### config.mk
export PLATFORM = sky130hd
export DESIGN_NAME = addr_window_decoder
export DESIGN_NICKNAME = d
export VERILOG_FILES = /design/src/rtl/aw_pkg.sv /design/src/rtl/aw_cfg_regs.sv /design/src/rtl/aw_space_match.sv /design/src/rtl/aw_cs_match.sv /design/src/rtl/addr_window_decoder.sv
export SDC_FILE = /design/constraint.sdc
export NUM_CORES = 2
export LEC_CHECK = 0
export CAP_MARGIN = 10
export CORE_ASPECT_RATIO = 1.1
export CORE_MARGIN = 4
export CORE_UTILIZATION = 30
export CTS_BUF_LIST = sky130_fd_sc_hd__clkbuf_16
export DETAILED_ROUTE_END_ITERATION = 10
export DONT_BUFFER_PORTS = 1
export PLACE_DENSITY_LB_ADDON = 0.25
export REMOVE_ABC_BUFFERS = 1
export SETUP_SLACK_MARGIN = 0.05
export SKIP_LAST_GASP = 1
export SLEW_MARGIN = 0
export SYNTH_ARGS = -nofsm -noshare
export SYNTH_HDL_FRONTEND = slang
export SYNTH_SLANG_ARGS = --single-unit
### constraint.sdc
create_clock -name clk -period 4.2 [get_ports clk]
set_input_delay 0.21 -clock clk [delete_from_list [all_inputs] [get_ports clk]]
set_output_delay 0.21 -clock clk [all_outputs]
set_load 0.03 [all_outputs]
### src/rtl/aw_pkg.sv
package aw_pkg;

    parameter int unsigned ADDR_W = 32;

    typedef logic [ADDR_W-1:0] addr_t;

    typedef enum logic [1:0] {
        KIND_MASK  = 2'd0,
        KIND_WIN   = 2'd1,
        KIND_LBASE = 2'd2,
        KIND_CSEL  = 2'd3
    } reg_kind_e;

    // Low-bit mask of a chip-select window: the lowest set bit above bit 0
    // marks half the window size, so the mask covers that bit and all below.
    function automatic addr_t cs_low_mask(input addr_t word);
        addr_t sized;
        addr_t lowest;
        sized  = word & ~addr_t'(1);
        lowest = sized & (~sized + addr_t'(1));
        return lowest | (lowest - addr_t'(1));
    endfunction

    function automatic logic cs_has_size(input addr_t word);
        return |word[ADDR_W-1:1];
    endfunction

endpackage

### src/rtl/aw_cfg_regs.sv
module aw_cfg_regs
    import aw_pkg::*;
#(
    parameter int unsigned NUM_SPACES = 5,
    parameter int unsigned NUM_CS     = 4,
    parameter int unsigned IDX_W      = 3
) (
    input  logic                                  clk,
    input  logic                                  rst_n,
    input  logic                                  wr_en,
    input  reg_kind_e                             wr_kind,
    input  logic [IDX_W-1:0]                      wr_idx,
    input  addr_t                                 wr_data,
    output logic [NUM_SPACES-1:0][ADDR_W-1:0]     mask_o,
    output logic [NUM_SPACES-1:0][ADDR_W-1:0]     win_o,
    output logic [NUM_SPACES-1:0][ADDR_W-1:0]     lbase_o,
    output logic [NUM_CS-1:0][ADDR_W-1:0]         csel_o
);

    typedef struct packed {
        logic [NUM_SPACES-1:0][ADDR_W-1:0] mask;
        logic [NUM_SPACES-1:0][ADDR_W-1:0] win;
        logic [NUM_SPACES-1:0][ADDR_W-1:0] lbase;
        logic [NUM_CS-1:0][ADDR_W-1:0]     csel;
    } cfg_t;

    cfg_t cfg_d, cfg_q;

    always_comb begin
        cfg_d = cfg_q;
        if (wr_en) begin
            for (int i = 0; i < NUM_SPACES; i++) begin
                if (wr_idx == IDX_W'(i)) begin
                    case (wr_kind)
                        KIND_MASK:  cfg_d.mask[i]  = wr_data;
                        KIND_WIN:   cfg_d.win[i]   = wr_data;
                        KIND_LBASE: cfg_d.lbase[i] = wr_data;
                        default: ;
                    endcase
                end
            end
            for (int c = 0; c < NUM_CS; c++) begin
                if (wr_kind == KIND_CSEL && wr_idx == IDX_W'(c)) begin
                    cfg_d.csel[c] = wr_data;
                end
            end
        end
    end

    always_ff @(posedge clk) begin
        if (!rst_n) begin
            cfg_q <= '0;
        end else begin
            cfg_q <= cfg_d;
        end
    end

    assign mask_o  = cfg_q.mask;
    assign win_o   = cfg_q.win;
    assign lbase_o = cfg_q.lbase;
    assign csel_o  = cfg_q.csel;

    // a chip-select write is visible on the next cycle
    for (genvar c = 0; c < NUM_CS; c++) begin : g_wr_chk
        assert_csel_write_lands_R8: assert property (@(posedge clk) disable iff (!rst_n)
            (wr_en && wr_kind == KIND_CSEL && wr_idx == IDX_W'(c)) |=> (csel_o[c] == $past(wr_data)));
    end

    // a mask write is visible on the next cycle
    for (genvar s = 0; s < NUM_SPACES; s++) begin : g_mask_chk
        assert_mask_write_lands_R8: assert property (@(posedge clk) disable iff (!rst_n)
            (wr_en && wr_kind == KIND_MASK && wr_idx == IDX_W'(s)) |=> (mask_o[s] == $past(wr_data)));
    end

endmodule

### src/rtl/aw_space_match.sv
module aw_space_match
    import aw_pkg::*;
(
    input  addr_t bus_addr,
    input  logic  bus_is_io,
    input  addr_t mask_word,
    input  addr_t win_word,
    input  addr_t lbase_word,
    output logic  hit,
    output addr_t local_addr
);

    addr_t keep_hi;
    logic  enabled;
    logic  type_ok;
    logic  addr_ok;

    always_comb begin
        keep_hi    = mask_word & ~addr_t'(1);
        enabled    = lbase_word[0];
        type_ok    = (bus_is_io == mask_word[0]);
        addr_ok    = ((bus_addr & keep_hi) == (win_word & keep_hi));
        hit        = enabled & type_ok & addr_ok;
        local_addr = (bus_addr & ~keep_hi) | (lbase_word & keep_hi);
    end

endmodule

### src/rtl/aw_cs_match.sv
module aw_cs_match
    import aw_pkg::*;
(
    input  addr_t local_addr,
    input  addr_t cs_word,
    output logic  sel
);

    addr_t low;

    always_comb begin
        low = cs_low_mask(cs_word);
        sel = cs_word[0] & cs_has_size(cs_word)
            & ((local_addr & ~low) == (cs_word & ~low));
    end

endmodule

### src/rtl/addr_window_decoder.sv
module addr_window_decoder
    import aw_pkg::*;
#(
    parameter  int unsigned NUM_SPACES = 5,
    parameter  int unsigned NUM_CS     = 4,
    localparam int unsigned IDX_MAX    = (NUM_SPACES > NUM_CS) ? NUM_SPACES : NUM_CS,
    localparam int unsigned IDX_W      = (IDX_MAX > 1) ? $clog2(IDX_MAX) : 1,
    localparam int unsigned HIT_W      = (NUM_SPACES > 1) ? $clog2(NUM_SPACES) : 1,
    localparam int unsigned SEL_W      = IDX_W + 2
) (
    input  logic              clk,
    input  logic              rst_n,
    input  logic              cfg_wr_en,
    input  logic [SEL_W-1:0]  cfg_wr_sel,
    input  logic [ADDR_W-1:0] cfg_wr_data,
    input  logic              bus_valid,
    input  logic              bus_is_io,
    input  logic [ADDR_W-1:0] bus_addr,
    output logic              hit,
    output logic [HIT_W-1:0]  hit_space,
    output logic [ADDR_W-1:0] local_addr,
    output logic [NUM_CS-1:0] chip_sel
);

    typedef struct packed {
        logic              hit;
        logic [HIT_W-1:0]  idx;
        addr_t             laddr;
        logic [NUM_CS-1:0] cs;
    } result_t;

    logic [NUM_SPACES-1:0][ADDR_W-1:0] mask_v;
    logic [NUM_SPACES-1:0][ADDR_W-1:0] win_v;
    logic [NUM_SPACES-1:0][ADDR_W-1:0] lbase_v;
    logic [NUM_CS-1:0][ADDR_W-1:0]     csel_v;

    logic [NUM_SPACES-1:0]             space_hit;
    logic [NUM_SPACES-1:0][ADDR_W-1:0] space_la;

    logic              sel_found;
    logic [HIT_W-1:0]  sel_idx;
    addr_t             sel_la;
    logic [NUM_CS-1:0] cs_raw;

    result_t res_d, res_q;

    aw_cfg_regs #(
        .NUM_SPACES (NUM_SPACES),
        .NUM_CS     (NUM_CS),
        .IDX_W      (IDX_W)
    ) i_cfg (
        .clk     (clk),
        .rst_n   (rst_n),
        .wr_en   (cfg_wr_en),
        .wr_kind (reg_kind_e'(cfg_wr_sel[SEL_W-1 -: 2])),
        .wr_idx  (cfg_wr_sel[IDX_W-1:0]),
        .wr_data (cfg_wr_data),
        .mask_o  (mask_v),
        .win_o   (win_v),
        .lbase_o (lbase_v),
        .csel_o  (csel_v)
    );

    for (genvar s = 0; s < NUM_SPACES; s++) begin : g_space
        aw_space_match i_match (
            .bus_addr   (bus_addr),
            .bus_is_io  (bus_is_io),
            .mask_word  (mask_v[s]),
            .win_word   (win_v[s]),
            .lbase_word (lbase_v[s]),
            .hit        (space_hit[s]),
            .local_addr (space_la[s])
        );
    end

    // Fixed priority: the lowest index that matches wins.
    always_comb begin
        sel_found = 1'b0;
        sel_idx   = '0;
        sel_la    = '0;
        for (int i = 0; i < NUM_SPACES; i++) begin
            if (!sel_found && bus_valid && space_hit[i]) begin
                sel_found = 1'b1;
                sel_idx   = HIT_W'(i);
                sel_la    = space_la[i];
            end
        end
    end

    for (genvar c = 0; c < NUM_CS; c++) begin : g_cs
        aw_cs_match i_cs (
            .local_addr (sel_la),
            .cs_word    (csel_v[c]),
            .sel        (cs_raw[c])
        );
    end

    always_comb begin
        res_d       = '0;
        res_d.hit   = sel_found;
        res_d.idx   = sel_idx;
        res_d.laddr = sel_la;
        res_d.cs    = sel_found ? cs_raw : '0;
    end

    always_ff @(posedge clk) begin
        if (!rst_n) begin
            res_q <= '0;
        end else begin
            res_q <= res_d;
        end
    end

    assign hit        = res_q.hit;
    assign hit_space  = res_q.idx;
    assign local_addr = res_q.laddr;
    assign chip_sel   = res_q.cs;

    function automatic addr_t pick_word(input logic [NUM_SPACES-1:0][ADDR_W-1:0] v,
                                        input logic [HIT_W-1:0] k);
        addr_t r;
        r = '0;
        for (int i = 0; i < NUM_SPACES; i++) begin
            if (k == HIT_W'(i)) r = v[i];
        end
        return r;
    endfunction

    assert_valid_gates_hit_R7: assert property (@(posedge clk) disable iff (!rst_n)
        hit |-> $past(bus_valid));

    assert_cs_needs_hit_R10: assert property (@(posedge clk) disable iff (!rst_n)
        (chip_sel != '0) |-> hit);

    assert_lowest_wins_R6: assert property (@(posedge clk) disable iff (!rst_n)
        hit |-> (((($past(space_hit) >> hit_space) & NUM_SPACES'(1)) != '0)
              && (($past(space_hit) & ((NUM_SPACES'(1) << hit_space) - NUM_SPACES'(1))) == '0)));

    assert_type_match_R2: assert property (@(posedge clk) disable iff (!rst_n)
        hit |-> ((pick_word($past(mask_v), hit_space) & addr_t'(1)) == addr_t'($past(bus_is_io))));

    assert_enabled_only_R3: assert property (@(posedge clk) disable iff (!rst_n)
        hit |-> ((pick_word($past(lbase_v), hit_space) & addr_t'(1)) != '0));

    assert_offset_kept_R5: assert property (@(posedge clk) disable iff (!rst_n)
        hit |-> (((local_addr ^ $past(bus_addr))
                  & ~(pick_word($past(mask_v), hit_space) & ~addr_t'(1))) == '0));

endmodule

# After elaboration in Yosys (flattened, before gate mapping)
# Index checks and enable logic that the tools add are counted.
[classes] n_addsub=8 eq_ne=21 n_mux=14 n_bitwise=73 reduce_logical=44
[op_table] operator="$and A32 B32 Y32" n=32
[op_table] operator="$not A32 Y32" n=13
[op_table] operator="$eq A32 B32 Y1" n=9
[op_table] operator="$or A32 B32 Y32" n=9
[op_table] operator="$mux W32" n=5
[op_table] operator="$add A32 B1 Y32 const B" n=4
[op_table] operator="$sub A32 B1 Y32 const B" n=4
[op_table] operator="$reduce_or A31 Y1" n=4
[op_table] operator="$reduce_and A3 Y1" n=15
[op_table] operator="$and A1 B1 Y1" n=18
[op_table] operator="$logic_and A1 B1 Y1" n=13
[op_table] operator="$reduce_and A2 Y1" n=5
[op_table] operator="$mux W3" n=3
[op_table] operator="$eq A3 B2 Y1 const B" n=2
[op_table] operator="$mux W1" n=6
[op_table] operator="$eq A1 B1 Y1" n=5
[op_table] operator="$eq A2 B2 Y1 const B" n=2
[op_table] operator="$logic_not A1 Y1" n=4
[op_table] operator="$eq A3 B1 Y1 const B" n=1
[op_table] operator="$eq A3 B3 Y1 const B" n=1
[op_table] operator="$logic_not A3 Y1" n=1
[op_table] operator="$eq A2 B1 Y1 const B" n=1
[op_table] operator="$logic_not A2 Y1" n=1
[op_table] operator="$reduce_or A2 Y1" n=1
[op_table] operator="$not A1 Y1" n=1
[totals] reg_bits=648 in_bits=74 output_inout_bits=40

# Longest topological paths before layout
[logic_depth] ltp_word=24 ltp_mapped=18 ltp_nobuf=12

# Modules after synthesis
# From an unflattened synthesis, not the netlist that was laid out.
[unflattened] hier_cells=3262 area_unflattened_um2=31293.8
[modules_own_cells] module="aw_cfg_regs" n_inst=1 cells_per_inst=2053 area_per_inst_um2=21650.8 seq_area_each_um2=12171.7
[modules_own_cells] module="aw_space_match" n_inst=5 cells_per_inst=85 area_per_inst_um2=810.8 seq_area_each_um2=0.0
[modules_own_cells] module="aw_cs_match" n_inst=4 cells_per_inst=105 area_per_inst_um2=720.7 seq_area_each_um2=0.0
[modules_own_cells] module="addr_window_decoder" n_inst=1 cells_per_inst=364 area_per_inst_um2=2706.3 seq_area_each_um2=800.8

# Worst setup path before layout
# OpenSTA, ideal clock, no wires.
[synth_path] kind="reg-to-reg" start="register i_cfg.cfg_q, in the netlist i_cfg.csel_o[1]" end="register res_q, in the netlist chip_sel[0]" setup_time_ns=0.088 t_arrival_ns=3.980 slack_ns=0.133 path_stages_with_launch=14 n_path_buf=1 synth_period_minus_slack_ns=4.067 path_cell_list="dfxtp_1 or4_4 or4_1 buf_2 nand3b_4 or3_4 or4_4 or4_4 or4_4 o31ai_1 xnor2_1 and3_1 nand4_1 nor4_2"
[synth_between] elab_chain_len=9 elab_cells_between_ends=12 cone_classes="add/sub (2); eq/ne (1); bitwise (8); reduce/logical (1)"
[synth_lines] item="start: declaration" line_no="aw_cfg_regs.sv:27" text="cfg_t cfg_d, cfg_q;"
[synth_lines] item="start signal: assignment" line_no="aw_cfg_regs.sv:54" text="cfg_q <= cfg_d;"
[synth_lines] item="$not A32 Y32" line_no="aw_pkg.sv:20" text="lowest = sized & (~sized + addr_t'(1));"
[synth_lines] item="$add A32 B1 Y32" line_no="aw_pkg.sv:20"
[synth_lines] item="$and A32 B32 Y32" line_no="aw_pkg.sv:20"
[synth_lines] item="$sub A32 B1 Y32" line_no="aw_pkg.sv:21" text="return lowest | (lowest - addr_t'(1));"
[synth_lines] item="$or A32 B32 Y32" line_no="aw_pkg.sv:21"
[synth_lines] item="$not A32 Y32" line_no="aw_cs_match.sv:14" text="& ((local_addr & ~low) == (cs_word & ~low));"
[synth_lines] item="$and A32 B32 Y32" line_no="aw_cs_match.sv:14"
[synth_lines] item="$eq A32 B32 Y1" line_no="aw_cs_match.sv:14"
[synth_lines] item="$and A1 B1 Y1 *" line_no="aw_cs_match.sv:14"
[synth_lines] item="end signal: assignment" line_no="addr_window_decoder.sv:110" text="res_q <= res_d;"
[synth_lines] item="end: declaration" line_no="addr_window_decoder.sv:45" text="result_t res_d, res_q;"
# Every way passes the cells marked *; elsewhere a longest branch is shown, timed or not.
# A chain may end at the register's enable or synchronous reset.

# Worst setup path in the final report
[layout_path] start="register i_cfg.cfg_q, in the netlist i_cfg.win_o[23]" end="register res_q, in the netlist chip_sel[1]"
[layout_between] elab_chain_len=24 elab_cells_between_ends=30 cone_classes="eq/ne (2); mux (10); bitwise (4); reduce/logical (14)"
[layout_lines] item="$and A32 B32 Y32 *" line_no="aw_space_match.sv:22" text="addr_ok = ((bus_addr & keep_hi) == (win_word & keep_hi));"
[layout_lines] item="$eq A32 B32 Y1 *" line_no="aw_space_match.sv:22"
[layout_lines] item="$and A1 B1 Y1 *" line_no="aw_space_match.sv:23" text="hit = enabled & type_ok & addr_ok;"
[layout_lines] item="$logic_and A1 B1 Y1 *" line_no="addr_window_decoder.sv:82" text="if (!sel_found && bus_valid && space_hit[i]) begin"
[layout_lines] item="$mux W1" line_no="addr_window_decoder.sv:82"
[layout_lines] item="$logic_not A1 Y1" line_no="addr_window_decoder.sv:82"
[layout_lines] item="$logic_and A1 B1 Y1 (2 in a row)" line_no="addr_window_decoder.sv:82"
[layout_lines] item="$mux W1" line_no="addr_window_decoder.sv:82"
[layout_lines] item="[... 5 more ...]"
[layout_lines] item="$logic_and A1 B1 Y1 (2 in a row)" line_no="addr_window_decoder.sv:82"
[layout_lines] item="$mux W1" line_no="addr_window_decoder.sv:82"
[layout_lines] item="$logic_not A1 Y1" line_no="addr_window_decoder.sv:82"
[layout_lines] item="$logic_and A1 B1 Y1 (2 in a row)" line_no="addr_window_decoder.sv:82"
[layout_lines] item="$mux W32" line_no="addr_window_decoder.sv:82"
[layout_lines] item="$and A32 B32 Y32" line_no="aw_cs_match.sv:14"
[layout_lines] item="$eq A32 B32 Y1" line_no="aw_cs_match.sv:14"
[layout_lines] item="$and A1 B1 Y1" line_no="aw_cs_match.sv:14"
# Marks and branches as above.

==> impl_results.md <==
* PwrDens at 354 nW/µm²
* Residual DRC count at 0
* Via density at 5.48
* Clk Latency, worst-skew pair at 650 ps
* GP Congestion at 0.993
* Tcrit/Tclk final at 1.03
* Post-route ant nets at 0
* Unique masters post-synth at 80
* IO buf count at 0
* I/O pin count at 114
* 1st-pass router iterations at 9
* Die ar. at 109000 µm²
* Clk pin slew, worst setup/hold paths at 60 ps
* Crit path DAT at 4870 ps
* Die extent in y at 345 µm
* Final count of hold timing violations at 0
* Die X at 315 µm
* Post-Place Cells at 5489
* R2R depth at 15
* CTS HTree Levels at 3
* Worst vdd ir at 268 µV
* Hold depth at 3
* CP max FO at 10
* Synthesized instance count at 4064
* Vias at 31.5k
* Worst slack at placement at -308 ps
* Worst-Margin Slew at 1280 ps
* Layout filler cell count at 10.6k
* Rel. slew slack at 0.139
* Max cap viols at 0
* Post-synth top flop: dfxtp_1
* Fin crit period at 4330 ps
* Leak pwr at 13.6 nW
* Final WL at 155000 µm
* Clock Skew at 28.8 ps
* Post-synthesis register bit count at 643
* Async SR Flop Fraction at 0
* Routed len/inst at 26.9 µm
* Initial DRC Count at 3568
* Violated checks: negative setup slack
* First-pass GRT wire length at 216000 µm
* TritonCTS clock tree: yes
* Fraction of layout cells with a size suffix above 1 at 0.162
* Max Buffers Root-to-Sink at 3
* Clock sinks at 643
* Fin nets at 4386
* Site Rows at 123
* Post-synth EDFFs at 0
* Largest net degree at the start of global routing at 190
* Fmax at 231 MHz
* Vias in the first global route at 29.1k
* Root Driver: clkbuf_16
* CP Data Required Time at 4740 ps
* Core area at 102000 µm²
* Post-synthesis area per instance at 7.63 µm²
* Yosys Warn Count at 0
* Hold crit path type: in -> reg
* Status: finished with violations
* CP Launch Type: register
* Initial antenna violation count at 13
* Starting Density at 0.303
* Overflow after GRT at 0
* Mapped cell area at 31000 µm²
* CTS buffer count at 76
* Register area share after synthesis at 0.415
* Layout area overhead at 25.7%
* RSZ-0062 raised after global routing: yes
* CP endpoint kind: register
* Finished Layout Cells at 5753
* Count of final max-slew check failures at 0
* GR Util All Layers at 0.273
* Crit Path Class: reg -> reg
* Final setup vio count at 3
* Final worst-path setup slack at -127 ps
* Post-DP HPWL at 105000 µm
synthesized netlist by cell type, types with 13 or more instances:
| master | n | area (µm²) |
|---|---|---|
| a211oi_1 | 33 | 248 |
| a21oi_1 | 637 | 3190 |
| a22oi_1 | 131 | 983 |
| a311oi_1 | 14 | 123 |
| a31oi_1 | 19 | 119 |
| buf_2 | 30 | 150 |
| clkbuf_1 | 279 | 1050 |
| dfxtp_1 | 643 | 12900 |
| inv_1 | 15 | 56.3 |
| mux2_2 | 45 | 507 |
| mux2i_1 | 96 | 961 |
| nand2_1 | 1277 | 4790 |
| nand2b_1 | 13 | 81.3 |
| nand3_1 | 57 | 285 |
| nand4_1 | 65 | 407 |
| nor2_1 | 121 | 454 |
| nor2b_1 | 21 | 131 |
| nor3_1 | 47 | 235 |
| nor4_1 | 13 | 81.3 |
| o21ai_0 | 27 | 135 |
| o311ai_0 | 18 | 158 |
| or3_1 | 15 | 93.8 |
| or4_1 | 16 | 120 |
| xnor2_1 | 70 | 613 |
| xor2_1 | 188 | 1650 |
what timing repair did:
| action | 4_1_cts | 5_1_grt |
|---|---|---|
| cloned | 0 | 1 |
| pin swaps | 11 | 25 |
| endpoints found under the setup margin | 4 | 4 |
| resized for setup | 36 | 61 |
| buffers inserted | 10 | 10 |
| hold buffers | 99 | 0 |
| endpoints found under the hold margin | 615 | 0 |
path summary, 6_finish.rpt:
check | from | to | slack [ps]
max | i_cfg.win_o[23]$_SDFFE_PN0P_ | chip_sel[1]$_SDFF_PN0_ | -130
min | bus_addr[9] | local_addr[9]$_SDFF_PN0_ | 60
min reg2reg | i_cfg.lbase_o[65]$_SDFFE_PN0P_ | i_cfg.lbase_o[65]$_SDFFE_PN0P_ | 450
max reg2reg | i_cfg.win_o[23]$_SDFFE_PN0P_ | chip_sel[1]$_SDFF_PN0_ | -130
through the flow:
step	total power, mW	util	hold WS (ps)	setup TNS, ps	instance area, µm²
global route	14.1	0.380	93.8	-405	39000
CTS	13.8	0.376	24.4	-97.2	38500
detailed placement	7.01	0.337	336	-994	34500
floorplan	6.72	-	332	-3316310	29700
finish	13.8	0.380	61.7	-178	39000
global placement	7.01	0.337	334	-896	34500
area by class of cell:
type	count	area (µm²)	share of cell area
antenna	9	22.5	0.000578
clock buffer	79	1980	0.0507
clock inverter	56	423	0.0109
inverter	15	63.8	0.00164
multi-input combinational	3083	17400	0.445
sequential	643	12900	0.330
tap	1375	1720	0.0441
timing repair buffer	493	4540	0.116
cells in the final DEF, fill, tap and decap left out, types with 7 or more instances in the layout:
| master | synthesis | routed |
|---|---|---|
| or2_2 | 8 | 8 |
| clkbuf_16 | 0 | 80 |
| buf_6 | 0 | 14 |
| mux2_2 | 45 | 45 |
| or4_1 | 16 | 10 |
| buf_12 | 0 | 46 |
| diode_2 | 0 | 9 |
| o311ai_0 | 18 | 10 |
| nor2_2 | 0 | 18 |
| clkinv_2 | 0 | 11 |
| clkinv_1 | 0 | 11 |
| a22oi_1 | 131 | 122 |
| nor3_1 | 47 | 44 |
| a311oi_1 | 14 | 14 |
| a31oi_1 | 19 | 18 |
| a211oi_1 | 33 | 23 |
| xor2_1 | 188 | 185 |
| xnor2_1 | 70 | 68 |
| a211oi_2 | 1 | 10 |
| nand2b_1 | 13 | 12 |
| mux2i_1 | 96 | 95 |
| a21oi_1 | 637 | 635 |
| or3_1 | 15 | 14 |
| dlygate4sd3_1 | 0 | 67 |
| o311a_1 | 12 | 12 |
| nor2b_1 | 21 | 21 |
| dfxtp_1 | 643 | 642 |
| nand3_1 | 57 | 55 |
| o21ai_0 | 27 | 26 |
| a22oi_2 | 3 | 12 |
| nand4_1 | 65 | 65 |
| nand2_1 | 1277 | 1274 |
| nor4_1 | 13 | 8 |
| nor2_1 | 121 | 98 |
| and2_1 | 12 | 12 |
| or4_4 | 4 | 10 |
| a311o_1 | 7 | 7 |
| o22ai_1 | 10 | 10 |
| buf_4 | 7 | 362 |
| inv_1 | 15 | 32 |
flip-flops by register name (all words and copies together), names as in the netlist:
register	flops
i_cfg.lbase_o	160
i_cfg.mask_o	160
chip_sel	4
i_cfg.win_o	155
hit	1
hit_space	3
local_addr	32
i_cfg.csel_o	128
cells by family (layout without fill, tap and decap cells):
| family | after synthesis | after routing | share of synthesized area |
|---|---|---|---|
| AO/OA/AOI/OAI | 985 | 985 | 0.192 |
| XOR/XNOR | 258 | 258 | 0.0729 |
| buffers and inverters | 338 | 643 | 0.0430 |
| flip-flops | 643 | 643 | 0.415 |
| multiplexers | 142 | 142 | 0.0480 |
| other | 0 | 9 | 0 |
| AND/OR/NAND/NOR | 1698 | 1698 | 0.229 |
critical path, stage by stage (launching register included):
cell,delay (ps)
dfxtp_1,310
xor2_1,170
a22oi_1,290
nand4_1,180
or4_4,620
mux2i_4,220
buf_12,140
buf_4,170
o311ai_1,610
a22oi_2,200
buf_4,200
xnor2_1,140
a2bb2oi_1,170
o2111ai_1,130
or4_4,550
nor4_4,130
report_power, final:
group / switching [mW] / internal, mW / leakage, nW
clock: 2.82 / 3.72 / 1.24
sequential: 0.0395 / 6.14 / 5.18
combinational: 0.713 / 0.344 / 7.12
routing by layer:
| layer | track usage | routed length [µm] |
|---|---|---|
| met1 | 0.353 | 63300 |
| met3 | 0.0470 | 12400 |
| met2 | 0.434 | 69300 |
| met4 | 0.144 | 9740 |
| met5 | 0 | 14 |
No activity file was read; power rests on OpenSTA's default activity.
